$ cat src/rtl/spdif_cs_pkg.sv
// Package: shared types for the channel status double buffer.
// Assumes a byte-wide host port; the configuration register layout lives here.
package spdif_cs_pkg;

    localparam int BYTE_W = 8;

    // Host configuration register: bank select in bit 0, interrupt mode in bit 1.
    typedef struct packed {
        logic lead_mode;   // 1: flag only on change of the leading bytes
        logic show_b;      // 1: status window shows channel B
    } cs_cfg_t;

endpackage

$ cat src/rtl/cs_frame_tracker.sv
// cs_frame_tracker: follows frame position inside a status block.
// Assumes channel A precedes channel B within a frame and that the block-start
// marker comes with the channel A subframe of frame 0. Produces the write strobe
// and bit index for the working buffer and a one-cycle commit pulse registered
// after the last channel B subframe of the block.
module cs_frame_tracker #(
    parameter int FRAMES = 192,
    localparam int IDX_W = $clog2(FRAMES)
) (
    input  logic             clk,
    input  logic             rst_n,
    input  logic             sf_valid,
    input  logic             sf_chan,
    input  logic             sf_blk_start,
    output logic             bit_we,
    output logic [IDX_W-1:0] bit_idx,
    output logic             commit
);

    localparam logic [IDX_W-1:0] LAST_FRAME = IDX_W'(FRAMES - 1);

    logic             in_block;
    logic [IDX_W-1:0] frame_cnt;
    logic             start_hit;
    logic             last_sub;

    // Decode a block start, whether this subframe is taken, and the final subframe.
    always_comb begin
        start_hit = sf_valid && sf_blk_start && !sf_chan;
        bit_we    = sf_valid && (start_hit || in_block);
        bit_idx   = start_hit ? '0 : frame_cnt;
        last_sub  = bit_we && !start_hit && sf_chan && (frame_cnt == LAST_FRAME);
    end

    // Advance the frame counter and track whether a block is being collected.
    always_ff @(posedge clk) begin
        if (!rst_n) begin
            in_block  <= 1'b0;
            frame_cnt <= '0;
            commit    <= 1'b0;
        end else begin
            commit <= last_sub;
            if (start_hit) begin
                in_block  <= 1'b1;
                frame_cnt <= '0;
            end else if (bit_we && sf_chan) begin
                if (last_sub) begin
                    in_block  <= 1'b0;
                    frame_cnt <= '0;
                end else begin
                    frame_cnt <= frame_cnt + 1'b1;
                end
            end
        end
    end

    // the frame position never leaves the block.
    p_frame_in_range_r1: assert property (@(posedge clk) disable iff (!rst_n)
        frame_cnt <= LAST_FRAME);

    // a commit only follows a cycle in which a block was in progress.
    p_commit_in_block_r3: assert property (@(posedge clk) disable iff (!rst_n)
        commit |-> $past(in_block));

    // outside a block, nothing is written unless a block starts.
    p_idle_no_write_r3: assert property (@(posedge clk) disable iff (!rst_n)
        (!in_block && !(sf_valid && sf_blk_start && !sf_chan)) |-> !bit_we);

endmodule

$ cat src/rtl/cs_bank_store.sv
// cs_bank_store: working buffer plus host-visible banks for both channels.
// Assumes at most one bit write per cycle. On commit the whole working buffer
// is copied to the host banks; lead_diff reports whether the leading bytes of
// either channel differ between working and host copies at that moment.
module cs_bank_store #(
    parameter int FRAMES     = 192,
    parameter int LEAD_BYTES = 5,
    localparam int IDX_W     = $clog2(FRAMES),
    localparam int LEAD_BITS = LEAD_BYTES * 8
) (
    input  logic              clk,
    input  logic              rst_n,
    input  logic              bit_we,
    input  logic              bit_chan,
    input  logic [IDX_W-1:0]  bit_idx,
    input  logic              bit_val,
    input  logic              commit,
    output logic [FRAMES-1:0] host_a,
    output logic [FRAMES-1:0] host_b,
    output logic              lead_diff
);

    logic [FRAMES-1:0] work_a;
    logic [FRAMES-1:0] work_b;

    // Place each incoming status bit into the working buffer of its channel.
    always_ff @(posedge clk) begin
        if (!rst_n) begin
            work_a <= '0;
            work_b <= '0;
        end else if (bit_we) begin
            if (bit_chan) begin
                work_b[bit_idx] <= bit_val;
            end else begin
                work_a[bit_idx] <= bit_val;
            end
        end
    end

    // Copy both working channels to the host banks at the end of a block.
    always_ff @(posedge clk) begin
        if (!rst_n) begin
            host_a <= '0;
            host_b <= '0;
        end else if (commit) begin
            host_a <= work_a;
            host_b <= work_b;
        end
    end

    // Compare the leading bytes of the block about to be copied with the current copy.
    always_comb begin
        lead_diff = (work_a[LEAD_BITS-1:0] != host_a[LEAD_BITS-1:0]) ||
                    (work_b[LEAD_BITS-1:0] != host_b[LEAD_BITS-1:0]);
    end

    // host banks only move on a commit.
    p_host_hold_r2: assert property (@(posedge clk) disable iff (!rst_n)
        !commit |=> ($stable(host_a) && $stable(host_b)));

    // after a commit the host banks hold what the working buffer held.
    p_host_copy_r2: assert property (@(posedge clk) disable iff (!rst_n)
        commit |=> (host_a == $past(work_a) && host_b == $past(work_b)));

endmodule

$ cat src/rtl/cs_host_regs.sv
// cs_host_regs: configuration register, interrupt flag and read multiplexer.
// Assumes reads are combinational from host_addr and writes take effect at the
// clock edge. The flag's set condition has priority over a host clear.
module cs_host_regs
    import spdif_cs_pkg::*;
#(
    parameter int              FRAMES    = 192,
    parameter int              ADDR_W    = 8,
    parameter logic [ADDR_W-1:0] WIN_BASE  = 8'h20,
    parameter logic [ADDR_W-1:0] CFG_ADDR  = 8'h1E,
    parameter logic [ADDR_W-1:0] STAT_ADDR = 8'h1F,
    localparam int             NBYTES    = FRAMES / 8,
    localparam int             BSEL_W    = $clog2(NBYTES)
) (
    input  logic              clk,
    input  logic              rst_n,
    input  logic [ADDR_W-1:0] host_addr,
    input  logic              host_wr,
    input  logic [BYTE_W-1:0] host_wdata,
    input  logic              commit,
    input  logic              lead_diff,
    input  logic [FRAMES-1:0] host_a,
    input  logic [FRAMES-1:0] host_b,
    output logic [BYTE_W-1:0] host_rdata,
    output logic              cs_irq
);

    localparam logic [ADDR_W-1:0] WIN_END = WIN_BASE + ADDR_W'(NBYTES);

    cs_cfg_t           cfg;
    logic              flag;
    logic              clr_req;
    logic              set_req;
    logic [BYTE_W-1:0] bytes_a [NBYTES];
    logic [BYTE_W-1:0] bytes_b [NBYTES];
    logic [ADDR_W-1:0] win_off;
    logic              in_win;
    logic              unused_wdata;
    logic              unused_off;

    // Split each flat bank into addressable bytes.
    for (genvar g = 0; g < NBYTES; g++) begin : g_bytes
        assign bytes_a[g] = host_a[g*8 +: 8];
        assign bytes_b[g] = host_b[g*8 +: 8];
    end

    assign unused_wdata = ^host_wdata[BYTE_W-1:2];
    assign unused_off   = ^win_off[ADDR_W-1:BSEL_W];

    // Decode the flag set and clear requests for this cycle.
    always_comb begin
        clr_req = host_wr && (host_addr == STAT_ADDR) && host_wdata[0];
        set_req = commit && (!cfg.lead_mode || lead_diff);
    end

    // Hold the configuration register.
    always_ff @(posedge clk) begin
        if (!rst_n) begin
            cfg <= '0;
        end else if (host_wr && (host_addr == CFG_ADDR)) begin
            cfg <= cs_cfg_t'(host_wdata[1:0]);
        end
    end

    // Maintain the sticky interrupt flag; a new event outranks a clear.
    always_ff @(posedge clk) begin
        if (!rst_n) begin
            flag <= 1'b0;
        end else if (set_req) begin
            flag <= 1'b1;
        end else if (clr_req) begin
            flag <= 1'b0;
        end
    end

    // Select the read data for the current host address.
    always_comb begin
        win_off    = host_addr - WIN_BASE;
        in_win     = (host_addr >= WIN_BASE) && (host_addr < WIN_END);
        host_rdata = '0;
        if (in_win) begin
            host_rdata = cfg.show_b ? bytes_b[win_off[BSEL_W-1:0]]
                                    : bytes_a[win_off[BSEL_W-1:0]];
        end else if (host_addr == CFG_ADDR) begin
            host_rdata = {{(BYTE_W-2){1'b0}}, cfg};
        end else if (host_addr == STAT_ADDR) begin
            host_rdata = {{(BYTE_W-1){1'b0}}, flag};
        end
    end

    assign cs_irq = flag;

    // in mode 0 every commit leaves the flag set.
    p_every_block_r6: assert property (@(posedge clk) disable iff (!rst_n)
        (commit && !cfg.lead_mode) |=> cs_irq);

    // in mode 1 an unchanged lead does not raise a clear flag.
    p_quiet_lead_r7: assert property (@(posedge clk) disable iff (!rst_n)
        (commit && cfg.lead_mode && !lead_diff && !cs_irq) |=> !cs_irq);

    // a clear with no competing commit drops the flag.
    p_clear_r8: assert property (@(posedge clk) disable iff (!rst_n)
        (host_wr && host_addr == STAT_ADDR && host_wdata[0] && !commit) |=> !cs_irq);

    // the flag only rises after a commit.
    p_rise_on_commit_r8: assert property (@(posedge clk) disable iff (!rst_n)
        $rose(cs_irq) |-> $past(commit));

endmodule

$ cat src/rtl/spdif_cs_dbuf.sv
// spdif_cs_dbuf: channel status double buffer for a decoded SPDIF/AES3 stream.
// Assumes one subframe status bit per sf_valid cycle, channel A before B in each
// frame, and a block-start marker on the first channel A subframe of a block.
// Collects a full block, copies it to the host banks, and serves host reads.
module spdif_cs_dbuf
    import spdif_cs_pkg::*;
#(
    parameter int                FRAMES     = 192,
    parameter int                LEAD_BYTES = 5,
    parameter int                ADDR_W     = 8,
    parameter logic [ADDR_W-1:0] WIN_BASE   = 8'h20,
    parameter logic [ADDR_W-1:0] CFG_ADDR   = 8'h1E,
    parameter logic [ADDR_W-1:0] STAT_ADDR  = 8'h1F
) (
    input  logic              clk,
    input  logic              rst_n,
    input  logic              sf_valid,
    input  logic              sf_chan,
    input  logic              sf_blk_start,
    input  logic              sf_cs_bit,
    input  logic [ADDR_W-1:0] host_addr,
    input  logic              host_wr,
    input  logic [BYTE_W-1:0] host_wdata,
    output logic [BYTE_W-1:0] host_rdata,
    output logic              cs_irq
);

    localparam int IDX_W = $clog2(FRAMES);

    logic              bit_we;
    logic [IDX_W-1:0]  bit_idx;
    logic              commit;
    logic [FRAMES-1:0] host_a;
    logic [FRAMES-1:0] host_b;
    logic              lead_diff;

    cs_frame_tracker #(.FRAMES(FRAMES)) u_track (
        .clk          (clk),
        .rst_n        (rst_n),
        .sf_valid     (sf_valid),
        .sf_chan      (sf_chan),
        .sf_blk_start (sf_blk_start),
        .bit_we       (bit_we),
        .bit_idx      (bit_idx),
        .commit       (commit)
    );

    cs_bank_store #(.FRAMES(FRAMES), .LEAD_BYTES(LEAD_BYTES)) u_store (
        .clk       (clk),
        .rst_n     (rst_n),
        .bit_we    (bit_we),
        .bit_chan  (sf_chan),
        .bit_idx   (bit_idx),
        .bit_val   (sf_cs_bit),
        .commit    (commit),
        .host_a    (host_a),
        .host_b    (host_b),
        .lead_diff (lead_diff)
    );

    cs_host_regs #(
        .FRAMES    (FRAMES),
        .ADDR_W    (ADDR_W),
        .WIN_BASE  (WIN_BASE),
        .CFG_ADDR  (CFG_ADDR),
        .STAT_ADDR (STAT_ADDR)
    ) u_regs (
        .clk        (clk),
        .rst_n      (rst_n),
        .host_addr  (host_addr),
        .host_wr    (host_wr),
        .host_wdata (host_wdata),
        .commit     (commit),
        .lead_diff  (lead_diff),
        .host_a     (host_a),
        .host_b     (host_b),
        .host_rdata (host_rdata),
        .cs_irq     (cs_irq)
    );

endmodule

$ cat config.mk
export PLATFORM = sky130hd
export DESIGN_NAME = spdif_cs_dbuf
export DESIGN_NICKNAME = d
export VERILOG_FILES = /design/src/rtl/spdif_cs_pkg.sv /design/src/rtl/cs_frame_tracker.sv /design/src/rtl/cs_bank_store.sv /design/src/rtl/cs_host_regs.sv /design/src/rtl/spdif_cs_dbuf.sv
export SDC_FILE = /design/constraint.sdc
export NUM_CORES = 2
export LEC_CHECK = 0
export BUFFER_PORTS_ARGS = -buffer_cell sky130_fd_sc_hd__buf_2
export CAP_MARGIN = 15
export CORE_MARGIN = 4
export CORE_UTILIZATION = 62
export CTS_BUF_LIST = sky130_fd_sc_hd__clkbuf_4 sky130_fd_sc_hd__clkbuf_8
export DETAILED_ROUTE_END_ITERATION = 10
export HOLD_SLACK_MARGIN = 0.1
export PLACE_DENSITY = 0.81
export SLEW_MARGIN = 40
export SYNTH_ARGS = -nofsm -noshare
export SYNTH_HDL_FRONTEND = slang
export SYNTH_HIERARCHICAL = 1
export SYNTH_SLANG_ARGS = --single-unit
export TNS_END_PERCENT = 50
$ cat constraint.sdc
create_clock -name clk -period 2.1 [get_ports clk]
set_input_delay 0.21 -clock clk [delete_from_list [all_inputs] [get_ports clk]]
set_output_delay 0.21 -clock clk [all_outputs]
set_load 0.03 [all_outputs]
==> impl_summary.log <==
[metrics] FF/Latch Area: 0.01569 sq mm
[metrics] syn_nets: 3,562
[metrics] antenna violations before repair: 4
[metrics] Max Transition Viols Final: 0
[metrics] dominant cell type by area after synthesis: sky130_fd_sc_hd__dfxtp_1
[metrics] hold violation count in the final report: 0
[metrics] pin count of the biggest net entering global routing: 115
[metrics] share of Yosys cell area claimed by the top area cell type: 0.4657
[metrics] final routed DRC violation total: 0
[metrics] power density cells: 761.4 mW/mm^2
[metrics] first-pass GRT wire length: 163.7 mm
[metrics] post-synth cell types: 62
[metrics] required time reported for the critical path endpoint: 1890 ps
[metrics] clock sink count: 781
[metrics] layout cells sized above 1: 0.1965
[metrics] final period utilization: 1.329
[metrics] arrival time of data at the critical path endpoint: 2580 ps
[metrics] WS Path Type: flip-flop to output pin
[metrics] die height: 240.7 microns
[metrics] violations in the final reports: negative setup slack
[metrics] highest attainable clock frequency: 0.3582 GHz
[metrics] synthesized flop and latch total: 781
[metrics] Area growth syn-to-layout: 18.38%
[metrics] share of the core filled with cells in the final layout: 0.7400
[metrics] buffer levels on the longest clock path: 3
[metrics] number of global-route vias before repair: 29,110
[metrics] Antenna Violating Nets Remaining: 0
[metrics] number of flops mapped to enable cells by yosys: 0
[metrics] top_reg_cell synth: sky130_fd_sc_hd__dfxtp_1
[metrics] vias per inst: 6.471
[metrics] total routing usage reported by global routing: 0.3624
[metrics] commonest cells in the synthesized netlist: 781 x sky130_fd_sc_hd__dfxtp_1, 414 x sky130_fd_sc_hd__nor2_1, 407 x sky130_fd_sc_hd__mux2i_1
[metrics] CTS Buf Count: 119
[metrics] GR Overflow Total: 0
[metrics] final critical-path setup slack: -691.5 ps
[metrics] tightest hold margin: 211.0 ps
[metrics] path type of the worst min-delay path: input pin to flip-flop
[metrics] count of filler cells inserted in the layout: 3,370
[metrics] clock network latency to the later pin of the worst-skew pair: 760 ps
[metrics] Core Area: 0.05371 sq mm
[metrics] overall routed net length: 108.3 mm
[metrics] post-layout min period: 2791 ps
[metrics] clock transition time at the flip-flop clock pins of the worst setup and hold paths: 60 ps
[metrics] final HPWL from detailed placement: 67.24 mm
[metrics] yosys synthesis warning count: 6
[metrics] standard-cell row count: 85
[metrics] unrepaired setup endpoints after global routing: true
[metrics] Final GP Congestion: 0.9634
[metrics] Total Power Consumption: 0.03026 W
[metrics] Post-Synthesis Mean Instance Area: 9.490 sq um
[metrics] Max-Slew Margin vs Limit: 0.5456
[metrics] leakage dissipation: 13.67 nW
[metrics] total of max-cap violations: 0
[metrics] Chip Width: 240.7 microns
[metrics] Setup Viol. Count Final: 8
[metrics] slew of the pin with the lowest slew margin: 680.0 ps
[metrics] initial core utilization: 0.6252
[metrics] full die area: 0.05794 sq mm
[metrics] number of optimization iterations in the first detailed-route pass: 9
[metrics] worst clock skew on the final layout: 45.54 ps
[metrics] number of nets in the layout: 3,691
[metrics] post-synthesis sequential area ratio: 0.4657
[metrics] Iter 0 DRT Violations: 3,851
[metrics] post-synthesis instance area: 0.03358 sq mm
[metrics] TritonCTS clock tree: built
[metrics] setup TNS: -4744 ps
[metrics] Post-synth ARST share: 0
[metrics] number of port buffers: 25
[metrics] top cells by area in the synthesized netlist: sky130_fd_sc_hd__dfxtp_1 47%, sky130_fd_sc_hd__mux2i_1 12%, sky130_fd_sc_hd__nor2b_1 7.5%
[metrics] CP endpoint kind: output pin
[metrics] Avg WL per Cell: 24.26 microns
[metrics] worst supply voltage drop on vdd: 0.5507 mV
[metrics] cell count after synthesis: 3,538
[metrics] outcome: finished, violations left
[metrics] category of the worst setup path launch point: flip-flop
[metrics] num ports: 32
[metrics] area of combinational cells with multiple inputs: 0.01694 sq mm
[metrics] most instantiated library cell after synthesis: sky130_fd_sc_hd__dfxtp_1
[metrics] maximum level of the CTS H-tree: 3
[metrics] Worst Path Max Fanout: 2
[metrics] buffer cell driving the clock tree root: sky130_fd_sc_hd__clkbuf_8
[metrics] vias after detailed routing: 28,890
[what timing repair did]
action                                  in CTS  in global routing
gates resized for setup                     64                 58
endpoints found under the setup margin      10                286
gates cloned                                 0                  0
hold endpoints to repair                   115                  0
pin swaps                                    9                 16
hold buffers                                12                  0
setup buffers                                4                  5
[final cells by class]
class	instances	share of cell area
Multi-Input combinational cell	2463	0.4263
Inverter	5	0.0004722
Tap cell	696	0.02191
Clock inverter	39	0.01070
Clock buffer	181	0.05906
Timing Repair Buffer	297	0.08666
Sequential cell	781	0.3947
Antenna cell	3	0.0001889
[registers in the layout (all words and copies together), names as in the netlist]
signal             count
u_regs/cfg             2
u_regs/cs_irq          1
u_store/host_a       192
u_store/host_b       192
u_store/work_a       192
u_store/work_b       192
u_track/commit         1
u_track/frame_cnt      8
u_track/in_block       1
[stage by stage]
step / cell area (sq um) / instances / setup slack (ps)
floorplan: 33600 / 3538 / -122.0
global placement: 36360 / 4224 / -372.7
detailed placement: 36370 / 4224 / -400.5
CTS: 39490 / 4458 / -662.9
global route: 39740 / 4464 / -672.7
finish: 39750 / 4465 / -691.5
[layout by cell type, fill, tap and decap left out, types with 31 or more instances in the layout]
cell                       synthesis  routed
sky130_fd_sc_hd__nor2_1          414     400
sky130_fd_sc_hd__mux4_2           91      91
sky130_fd_sc_hd__buf_12            1      95
sky130_fd_sc_hd__dfxtp_1         781     742
sky130_fd_sc_hd__mux2i_1         407     405
sky130_fd_sc_hd__dfxtp_2           0      37
sky130_fd_sc_hd__o21ai_0         377     373
sky130_fd_sc_hd__nor2b_1         401     399
sky130_fd_sc_hd__buf_4            14     169
sky130_fd_sc_hd__clkbuf_8          0     158
sky130_fd_sc_hd__xor2_1           51      51
sky130_fd_sc_hd__xnor2_1          32      31
sky130_fd_sc_hd__nand2_1          83      82
sky130_fd_sc_hd__a21oi_1         402     399
[routing by layer]
| layer | track usage | up-vias | part of all wire |
|---|---|---|---|
| li1 | - | 12510 | - |
| met1 | 0.4548 | 13880 | 0.37 |
| met2 | 0.5551 | 1990 | 0.45 |
| met3 | 0.1062 | 503 | 0.12 |
| met4 | 0.2225 | 2 | 0.063 |
| met5 | 0 | - | 0.00012 |
[final timing paths]
kind                       startpoint  slack (ps)  cells after the start                  end
setup reg to reg   u_store/host_b[29]          10                      9        u_regs/cs_irq
hold reg to reg   u_store/work_a[147]         470                      2  u_store/work_a[147]
hold / removal           host_addr[7]         210                      5        u_regs/cs_irq
setup / recovery  u_store/host_a[157]        -690                      6        host_rdata[5]
[critical path, cell delays in order, from the launching register on]
cell and delay (ps):
sky130_fd_sc_hd__dfxtp_1 320, sky130_fd_sc_hd__mux4_2 460, sky130_fd_sc_hd__nand2_1 90, sky130_fd_sc_hd__nand3_1 290, sky130_fd_sc_hd__a31oi_1 380, sky130_fd_sc_hd__a2111oi_4 110, sky130_fd_sc_hd__buf_4 190
[power breakdown]
group | switching (W) | internal, W | total, W
logic | 0.000675 | 0.000467 | 0.00114
clock network | 0.00616 | 0.00814 | 0.0143
registers | 0.00000474 | 0.0148 | 0.0148
total | 0.00684 | 0.0234 | 0.0303
[kinds of logic (layout without fill, tap and decap cells)]
family,Yosys count,after routing,synth area share
AND/OR/NAND/NOR,1035,1035,0.1579
AO/OA/AOI/OAI,840,840,0.1289
flip-flops,781,781,0.4657
multiplexers,504,504,0.1844
buffers and inverters,294,522,0.04118
XOR/XNOR,83,83,0.02165
adder cells (fa/ha/maj),1,1,0.0003726
other,0,3,0
(Power assumes the default switching activity.)
